$ cat config.mk
export PLATFORM = sky130hd
export DESIGN_NAME = mix2ch_vol_sat
export DESIGN_NICKNAME = d
export VERILOG_FILES = /design/src/rtl/mix_pkg.sv /design/src/rtl/mix_gain.sv /design/src/rtl/mix_clamp.sv /design/src/rtl/mix_rate_arb.sv /design/src/rtl/mix2ch_vol_sat.sv
export SDC_FILE = /design/constraint.sdc
export NUM_CORES = 1
export LEC_CHECK = 0
export BUFFER_PORTS_ARGS = -buffer_cell sky130_fd_sc_hd__buf_2
export CORE_ASPECT_RATIO = 1.25
export CORE_MARGIN = 2
export CORE_UTILIZATION = 45
export DETAILED_ROUTE_END_ITERATION = 12
export SLEW_MARGIN = 20
export SYNTH_ARGS = -nofsm -noshare
export SYNTH_HDL_FRONTEND = slang
export SYNTH_SLANG_ARGS = --single-unit
export TNS_END_PERCENT = 30
$ cat constraint.sdc
create_clock -name clk -period 1.4 [get_ports clk]
set_input_delay 0 -clock clk [delete_from_list [all_inputs] [get_ports clk]]
set_output_delay 0 -clock clk [all_outputs]
set_load 0.01 [all_outputs]
$ cat src/rtl/mix_pkg.sv
package mix_pkg;

    localparam int VOL_W  = 5;
    localparam int VOL_MAX = 28;
    localparam int MANT_W = 9;
    localparam int FRAC   = 8;
    localparam int FAM_W  = 2;
    localparam int OCT_W  = 2;
    localparam int RATE_W = FAM_W + OCT_W;

    typedef enum logic [1:0] {
        ST_IDLE = 2'd0,
        ST_OWN0 = 2'd1,
        ST_OWN1 = 2'd2
    } arb_state_t;

    // attenuation in dB for a volume code
    function automatic int atten_db(input logic [VOL_W-1:0] v);
        int a;
        a = (int'(v) > VOL_MAX) ? VOL_MAX : int'(v);
        return (a <= 15) ? 2 * a : 30 + 5 * (a - 15);
    endfunction

    function automatic logic [3:0] gain_shift(input logic [VOL_W-1:0] v);
        return 4'(atten_db(v) / 6);
    endfunction

    function automatic logic [MANT_W-1:0] gain_mant(input logic [VOL_W-1:0] v);
        case (atten_db(v) % 6)
            0:       return 9'd256;
            1:       return 9'd228;
            2:       return 9'd203;
            3:       return 9'd181;
            4:       return 9'd162;
            default: return 9'd144;
        endcase
    endfunction

endpackage

$ cat src/rtl/mix_gain.sv
module mix_gain
    import mix_pkg::*;
#(
    parameter int IN_W = 16
) (
    input  logic                    en,
    input  logic signed [IN_W-1:0]  smp,
    input  logic [VOL_W-1:0]        vol,
    output logic signed [IN_W-1:0]  scaled
);
    localparam int ACC_W = IN_W + MANT_W + 1;

    logic [MANT_W-1:0]        mant;
    logic [3:0]               shft;
    logic signed [ACC_W-1:0]  xe;
    logic signed [ACC_W-1:0]  acc;
    logic signed [ACC_W-1:0]  shd;

    assign mant = gain_mant(vol);
    assign shft = gain_shift(vol);

    // shift-and-add product, then the octave shift
    always_comb begin
        xe  = en ? ACC_W'(smp) : '0;
        acc = '0;
        for (int b = 0; b < MANT_W; b++) begin
            if (mant[b]) acc = acc + (xe <<< b);
        end
        shd    = acc >>> (FRAC + int'(shft));
        scaled = shd[IN_W-1:0];
    end

endmodule

$ cat src/rtl/mix_clamp.sv
module mix_clamp #(
    parameter int IN_W  = 16,
    parameter int OUT_W = 14
) (
    input  logic signed [IN_W-1:0]  a,
    input  logic signed [IN_W-1:0]  b,
    output logic [OUT_W-1:0]        y,
    output logic                    clipped
);
    localparam int SUM_W = IN_W + 1;
    localparam logic signed [SUM_W-1:0] HI = SUM_W'((2 ** (OUT_W - 1)) - 1);
    localparam logic signed [SUM_W-1:0] LO = -HI - SUM_W'(1);

    logic signed [SUM_W-1:0] sum;

    always_comb begin
        sum = SUM_W'(a) + SUM_W'(b);
        if (sum > HI) begin
            y       = HI[OUT_W-1:0];
            clipped = 1'b1;
        end else if (sum < LO) begin
            y       = LO[OUT_W-1:0];
            clipped = 1'b1;
        end else begin
            y       = sum[OUT_W-1:0];
            clipped = 1'b0;
        end
    end

endmodule

$ cat src/rtl/mix_rate_arb.sv
module mix_rate_arb
    import mix_pkg::*;
(
    input  logic              clk,
    input  logic              rst_n,
    input  logic [1:0]        act,
    input  logic [RATE_W-1:0] req0,
    input  logic [RATE_W-1:0] req1,
    output logic              locked,
    output logic [FAM_W-1:0]  fam,
    output logic [RATE_W-1:0] eff0,
    output logic [RATE_W-1:0] eff1,
    output logic              mismatch
);
    arb_state_t        state_q, state_d;
    logic [FAM_W-1:0]  fam_q, fam_d;

    always_comb begin
        state_d = state_q;
        fam_d   = fam_q;
        unique case (state_q)
            ST_IDLE: begin
                if (act[0]) begin                 // T_START0
                    state_d = ST_OWN0;
                    fam_d   = req0[RATE_W-1:OCT_W];
                end else if (act[1]) begin        // T_START1
                    state_d = ST_OWN1;
                    fam_d   = req1[RATE_W-1:OCT_W];
                end
            end
            ST_OWN0: begin
                if (!act[0]) begin
                    if (act[1]) begin             // T_HAND01
                        state_d = ST_OWN1;
                        fam_d   = req1[RATE_W-1:OCT_W];
                    end else begin                // T_STOP
                        state_d = ST_IDLE;
                        fam_d   = '0;
                    end
                end
            end
            ST_OWN1: begin
                if (!act[1]) begin
                    if (act[0]) begin             // T_HAND10
                        state_d = ST_OWN0;
                        fam_d   = req0[RATE_W-1:OCT_W];
                    end else begin                // T_STOP
                        state_d = ST_IDLE;
                        fam_d   = '0;
                    end
                end
            end
            default: begin
                state_d = ST_IDLE;
                fam_d   = '0;
            end
        endcase
    end

    always_ff @(posedge clk or negedge rst_n) begin
        if (!rst_n) begin
            state_q <= ST_IDLE;
            fam_q   <= '0;
        end else begin
            state_q <= state_d;
            fam_q   <= fam_d;
        end
    end

    always_comb begin
        locked = (state_q != ST_IDLE);
        fam    = fam_q;
        eff0   = req0;
        eff1   = req1;
        mismatch = 1'b0;
        if (locked && act[0]) begin
            eff0 = {fam_q, req0[OCT_W-1:0]};
            if (req0[RATE_W-1:OCT_W] != fam_q) mismatch = 1'b1;
        end
        if (locked && act[1]) begin
            eff1 = {fam_q, req1[OCT_W-1:0]};
            if (req1[RATE_W-1:OCT_W] != fam_q) mismatch = 1'b1;
        end
    end

endmodule

$ cat src/rtl/mix2ch_vol_sat.sv
module mix2ch_vol_sat
    import mix_pkg::*;
#(
    parameter int IN_W  = 16,
    parameter int OUT_W = 14
) (
    input  logic                    clk,
    input  logic                    rst_n,
    input  logic                    in_valid,
    input  logic signed [IN_W-1:0]  in_smp0,
    input  logic signed [IN_W-1:0]  in_smp1,
    input  logic [VOL_W-1:0]        vol0,
    input  logic [VOL_W-1:0]        vol1,
    input  logic [1:0]              ch_active,
    input  logic [RATE_W-1:0]       req_rate0,
    input  logic [RATE_W-1:0]       req_rate1,
    output logic                    out_valid,
    output logic [OUT_W-1:0]        out_sample,
    output logic                    sat_pulse,
    output logic                    rate_locked,
    output logic [FAM_W-1:0]        rate_fam,
    output logic [RATE_W-1:0]       eff_rate0,
    output logic [RATE_W-1:0]       eff_rate1,
    output logic                    rate_mismatch
);
    logic signed [IN_W-1:0]  smp  [2];
    logic [VOL_W-1:0]        vol  [2];
    logic signed [IN_W-1:0]  scl  [2];
    logic [OUT_W-1:0]        mix_y;
    logic                    mix_clip;

    assign smp[0] = in_smp0;
    assign smp[1] = in_smp1;
    assign vol[0] = vol0;
    assign vol[1] = vol1;

    for (genvar c = 0; c < 2; c++) begin : g_ch
        mix_gain #(.IN_W(IN_W)) i_gain (
            .en     (ch_active[c]),
            .smp    (smp[c]),
            .vol    (vol[c]),
            .scaled (scl[c])
        );
    end

    mix_clamp #(.IN_W(IN_W), .OUT_W(OUT_W)) i_clamp (
        .a       (scl[0]),
        .b       (scl[1]),
        .y       (mix_y),
        .clipped (mix_clip)
    );

    always_ff @(posedge clk or negedge rst_n) begin
        if (!rst_n) begin
            out_valid  <= 1'b0;
            out_sample <= '0;
            sat_pulse  <= 1'b0;
        end else begin
            out_valid <= in_valid;
            sat_pulse <= in_valid & mix_clip;
            if (in_valid) out_sample <= mix_y;
        end
    end

    mix_rate_arb i_arb (
        .clk      (clk),
        .rst_n    (rst_n),
        .act      (ch_active),
        .req0     (req_rate0),
        .req1     (req_rate1),
        .locked   (rate_locked),
        .fam      (rate_fam),
        .eff0     (eff_rate0),
        .eff1     (eff_rate1),
        .mismatch (rate_mismatch)
    );

endmodule

==> results.md <==
- The commonest cells after synthesis are sky130_fd_sc_hd__ha_1 (380), sky130_fd_sc_hd__a21oi_1 (345), sky130_fd_sc_hd__nor2_1 (275).
- After routing the design area is 0.0405 sq mm.
- The layout has 4182 filler cells.
- Entering global routing, the biggest net connects 40 pins.
- The worst setup path is launched from an input pin.
- In the post-synthesis netlist, the biggest area contributors are sky130_fd_sc_hd__ha_1 (19%), sky130_fd_sc_hd__xnor2_1 (8.5%), sky130_fd_sc_hd__a21oi_1 (6.9%).
- 83 I/O pins were placed.
- The Yosys step of the flow raised 0 warnings.
- The count of different cell masters after synthesis is 131.
- Clock tree synthesis inserted a total of 3 buffers.
- Setup repair after global routing could not meet its margin everywhere.
- The first-pass detailed-route iteration total is 5.
- The post-layout net count is 5168.
- The initial antenna violation count is 0.
- Across the routed clock network, the largest skew measured is slightly below 0.1 ps.
- The number of design-rule violations left by the first detailed-router iteration is roughly 1500.
- For this run, design rule violations remaining after detail routing come to 0.
- The CTS tree is done.
- By startpoint and endpoint, the worst setup path is classified as in2reg.
- The die covers ~0.057 sq mm.
- In the final routed layout, each cell accounts on average for 17.6 um.
- STA puts the critical path data arrival time at 21100 ps.
- The total inserted antenna cells is 0.
- The total of flip-flops plus latches after synthesis is 20.
- The final reports fail on negative setup slack.
- No sink is reached through more buffers than the 2 on the longest clock path.
- The area of the core is 0.0549 sq mm.
- The fraction of the cycle the final worst path needs is 15.0.
- The slowest cell on the critical path is sky130_fd_sc_hd__fa_1.
- The detailed-placement wirelength estimate is ~74000 um.
- Relative to the synthesized area, the layout overhead comes to 62.4%.
- The register area share after synthesis is 0.0201.
- The post-route antenna net violation count is 0.
- The count of buffers added on input and output ports is 74.
- The max-cap check violation count is 0.
- Static timing analysis puts the maximum clock frequency at roughly 0.048 GHz.
- The predominant post-synthesis flop cell is sky130_fd_sc_hd__dfrtp_1.
- The floorplan step set the die height to between 200 and 300 um.
- The latest clock arrival within the worst-skew pair is 270 ps.
- The global-route wire length before repair is 148000 um.
- The number of cells in the finished layout apart from fillers is around 5400.
- Of all cell types, the one taking the most synthesized area is sky130_fd_sc_hd__ha_1.
- At the worst endpoint, the required time is about 1500 ps.
- After clock tree synthesis, the clock-pin slew on the worst setup and hold paths is roughly 70 ps.
- The measured slew at the worst slew-check pin is 705 ps.
- The final number of max-transition violations came to 0.
- Along the worst path, the maximum fanout reaches 7.
- Of the post-synthesis cell area, the dominant cell type holds 0.191.
- The count of placed standard cells including taps is 5261.
- The cell area after placement is roughly 0.035 sq mm.
- The clock net in this run drives a total of 20 sinks.
- The buffer and inverter count on the worst path is 16.
- The die is 215 um wide.
- The classification of the worst-slack hold path is in2out.
- Among the stages of the critical path, the cell type that occurs most often is sky130_fd_sc_hd__a21o_1.
- Prior to clock tree synthesis, the placed netlist has a worst setup slack of -20090 ps.
- The cell with the most instances after synthesis is sky130_fd_sc_hd__ha_1.
- CTS built an H-tree with a depth of 1.
- For this run, asynchronously set or reset flops after synthesis account for 1.00.
- The final count of hold timing violations is 0.
- The number of global-route vias before repair is 31500.
- In the post-route analysis, the smallest setup slack over all paths is -19560 ps.
- The synthesized area per cell is 7.13 sq um.
- The mapped cell area is 0.0249 sq mm.
- The cell class contributing the biggest share of worst-path delay is compound AO/OA/AOI/OAI gates.
- Global routing finished with a remaining overflow of 0.
- The delay of the slowest cell on the worst path is about 470 ps.
- The weighted congestion reported at the end of routability-driven placement is 0.960.
- The total global-route track usage is 0.306.
- The final period demand of the worst path is 20960 ps.
- The number of nets in the synthesized netlist is 3954.
- The fraction of final layout cells sized beyond drive strength 1 is 0.480.
- Measured against its own limit, the worst slew margin works out to 0.517.
- The number of vias in the routed layout is 31300.
- The average via count per standard cell is 5.75.
- Summed over all layers, the routed wires come to 96000 um.
- The initial utilization of the core area, before any placement, comes to 0.454.
- The final-report setup violation count is 20.
- The site row count is 96.
- Yosys mapped a number of flops with a built-in enable equal to 0.
- In this run the clock root is driven by a sky130_fd_sc_hd__clkbuf_16.
- The type of destination of the critical path is a flop.
- The flow ran to the end, but the final reports show violations.
- Synthesis produced 3498 cells.
[logic make-up (layout without fill, tap and decap cells)]
family                   after synthesis  after routing  share of synthesized area
XOR/XNOR                             309            309                      0.110
flip-flops                            20             20                     0.0201
AND/OR/NAND/NOR                      997            997                      0.196
adder cells (fa/ha/maj)              404            404                      0.209
multiplexers                         193            193                     0.0844
buffers and inverters                390           1601                     0.0621
AO/OA/AOI/OAI                       1185           1187                      0.318
[worst register-to-register path: cells and delay by family (launching register included)]
family	cells	cell delay, ps
buffers and inverters	1	160
DFF	1	390
AOI/OAI and AO/OA	2	440
and+or+nand+nor	1	90
[repair_timing]
item	in CTS	in global routing
setup buffers	97	82
resized for setup	334	414
hold endpoints to repair	21	0
endpoints found under the setup margin	20	20
hold buffers	2	0
cloned	2	0
pin swaps	201	303
[through the flow]
step	utilization	hold WS [ps]	setup TNS [ps]
finish	0.738	0.00447	-292410
detailed placement	0.645	0.0686	-300360
floorplan	-	-296	-277640
CTS	0.689	0.0686	-284510
global placement	0.645	0.0686	-293210
global route	0.738	0.0151	-307820
[cells in the final DEF, fill, tap and decap left out, types with 19 or more instances in the layout]
cell type	n
sky130_fd_sc_hd__and2_1	35
sky130_fd_sc_hd__buf_6	31
sky130_fd_sc_hd__nand3_1	64
sky130_fd_sc_hd__a211oi_1	19
sky130_fd_sc_hd__buf_2	69
sky130_fd_sc_hd__mux2i_1	83
sky130_fd_sc_hd__o21a_1	47
sky130_fd_sc_hd__mux2_4	23
sky130_fd_sc_hd__inv_1	223
sky130_fd_sc_hd__a21oi_2	187
sky130_fd_sc_hd__ha_1	269
sky130_fd_sc_hd__or3_1	20
sky130_fd_sc_hd__ha_4	99
sky130_fd_sc_hd__nor3_1	53
sky130_fd_sc_hd__o21ai_1	52
sky130_fd_sc_hd__o21ai_2	65
sky130_fd_sc_hd__o21bai_1	94
sky130_fd_sc_hd__o21ai_0	92
sky130_fd_sc_hd__nand2_1	252
sky130_fd_sc_hd__inv_2	29
sky130_fd_sc_hd__a21oi_4	20
sky130_fd_sc_hd__and3_1	20
sky130_fd_sc_hd__o211ai_1	26
sky130_fd_sc_hd__nor2_1	255
sky130_fd_sc_hd__mux2_2	70
sky130_fd_sc_hd__nand2b_1	43
sky130_fd_sc_hd__buf_4	1228
sky130_fd_sc_hd__xor2_1	59
sky130_fd_sc_hd__xnor2_2	37
sky130_fd_sc_hd__a21oi_1	141
sky130_fd_sc_hd__nor2b_1	47
sky130_fd_sc_hd__xnor2_1	202
sky130_fd_sc_hd__a31oi_1	20
sky130_fd_sc_hd__a21o_1	107
[final timing paths]
| path | start | to | slack [ps] | cells past startpoint |
|---|---|---|---|---|
| max | vol1[3] | out_sample[0] | -19560 | 121 |
| min | req_rate0[0] | eff_rate0[0] | 0.004 | 0 |
| max reg2reg | i_arb.state_q[1] | i_arb.fam[0] | 240 | 4 |
| min reg2reg | out_sample[1] | out_sample[1] | 520 | 2 |
| max in group asynchronous | rst_n | i_arb.fam[0] | 760 | 2 |
| min in group asynchronous | rst_n | out_sample[10] | 250 | 2 |
[sequential cells by signal, indices dropped and copies added (netlist names)]
register,flops
sat_pulse,1
i_arb.state_q,2
i_arb.fam,2
out_valid,1
out_sample,14
[layout make-up]
cell class	instances	area, sq um	area share
clock buffer	3	75.1	0.00185
clock inverter	1	30.0	0.000742
inverter	259	987	0.0244
multi-input combinational	3090	27900	0.689
sequential	20	503	0.0124
tap	735	920	0.0227
timing repair buffer	1338	10100	0.249
[layer usage]
| metal | vias to the layer above | track usage | share of wire |
|---|---|---|---|
| met2 | 836 | 0.610 | 0.53 |
| met5 | - | 0 | 0 |
| li1 | 15200 | - | - |
| met1 | 14900 | 0.325 | 0.38 |
| met4 | 0 | 0.154 | 0.057 |
| met3 | 317 | 0.0117 | 0.030 |
Power is not shown: default switching activity piles up to over one toggle a cycle in this logic, so the estimate is an artifact.
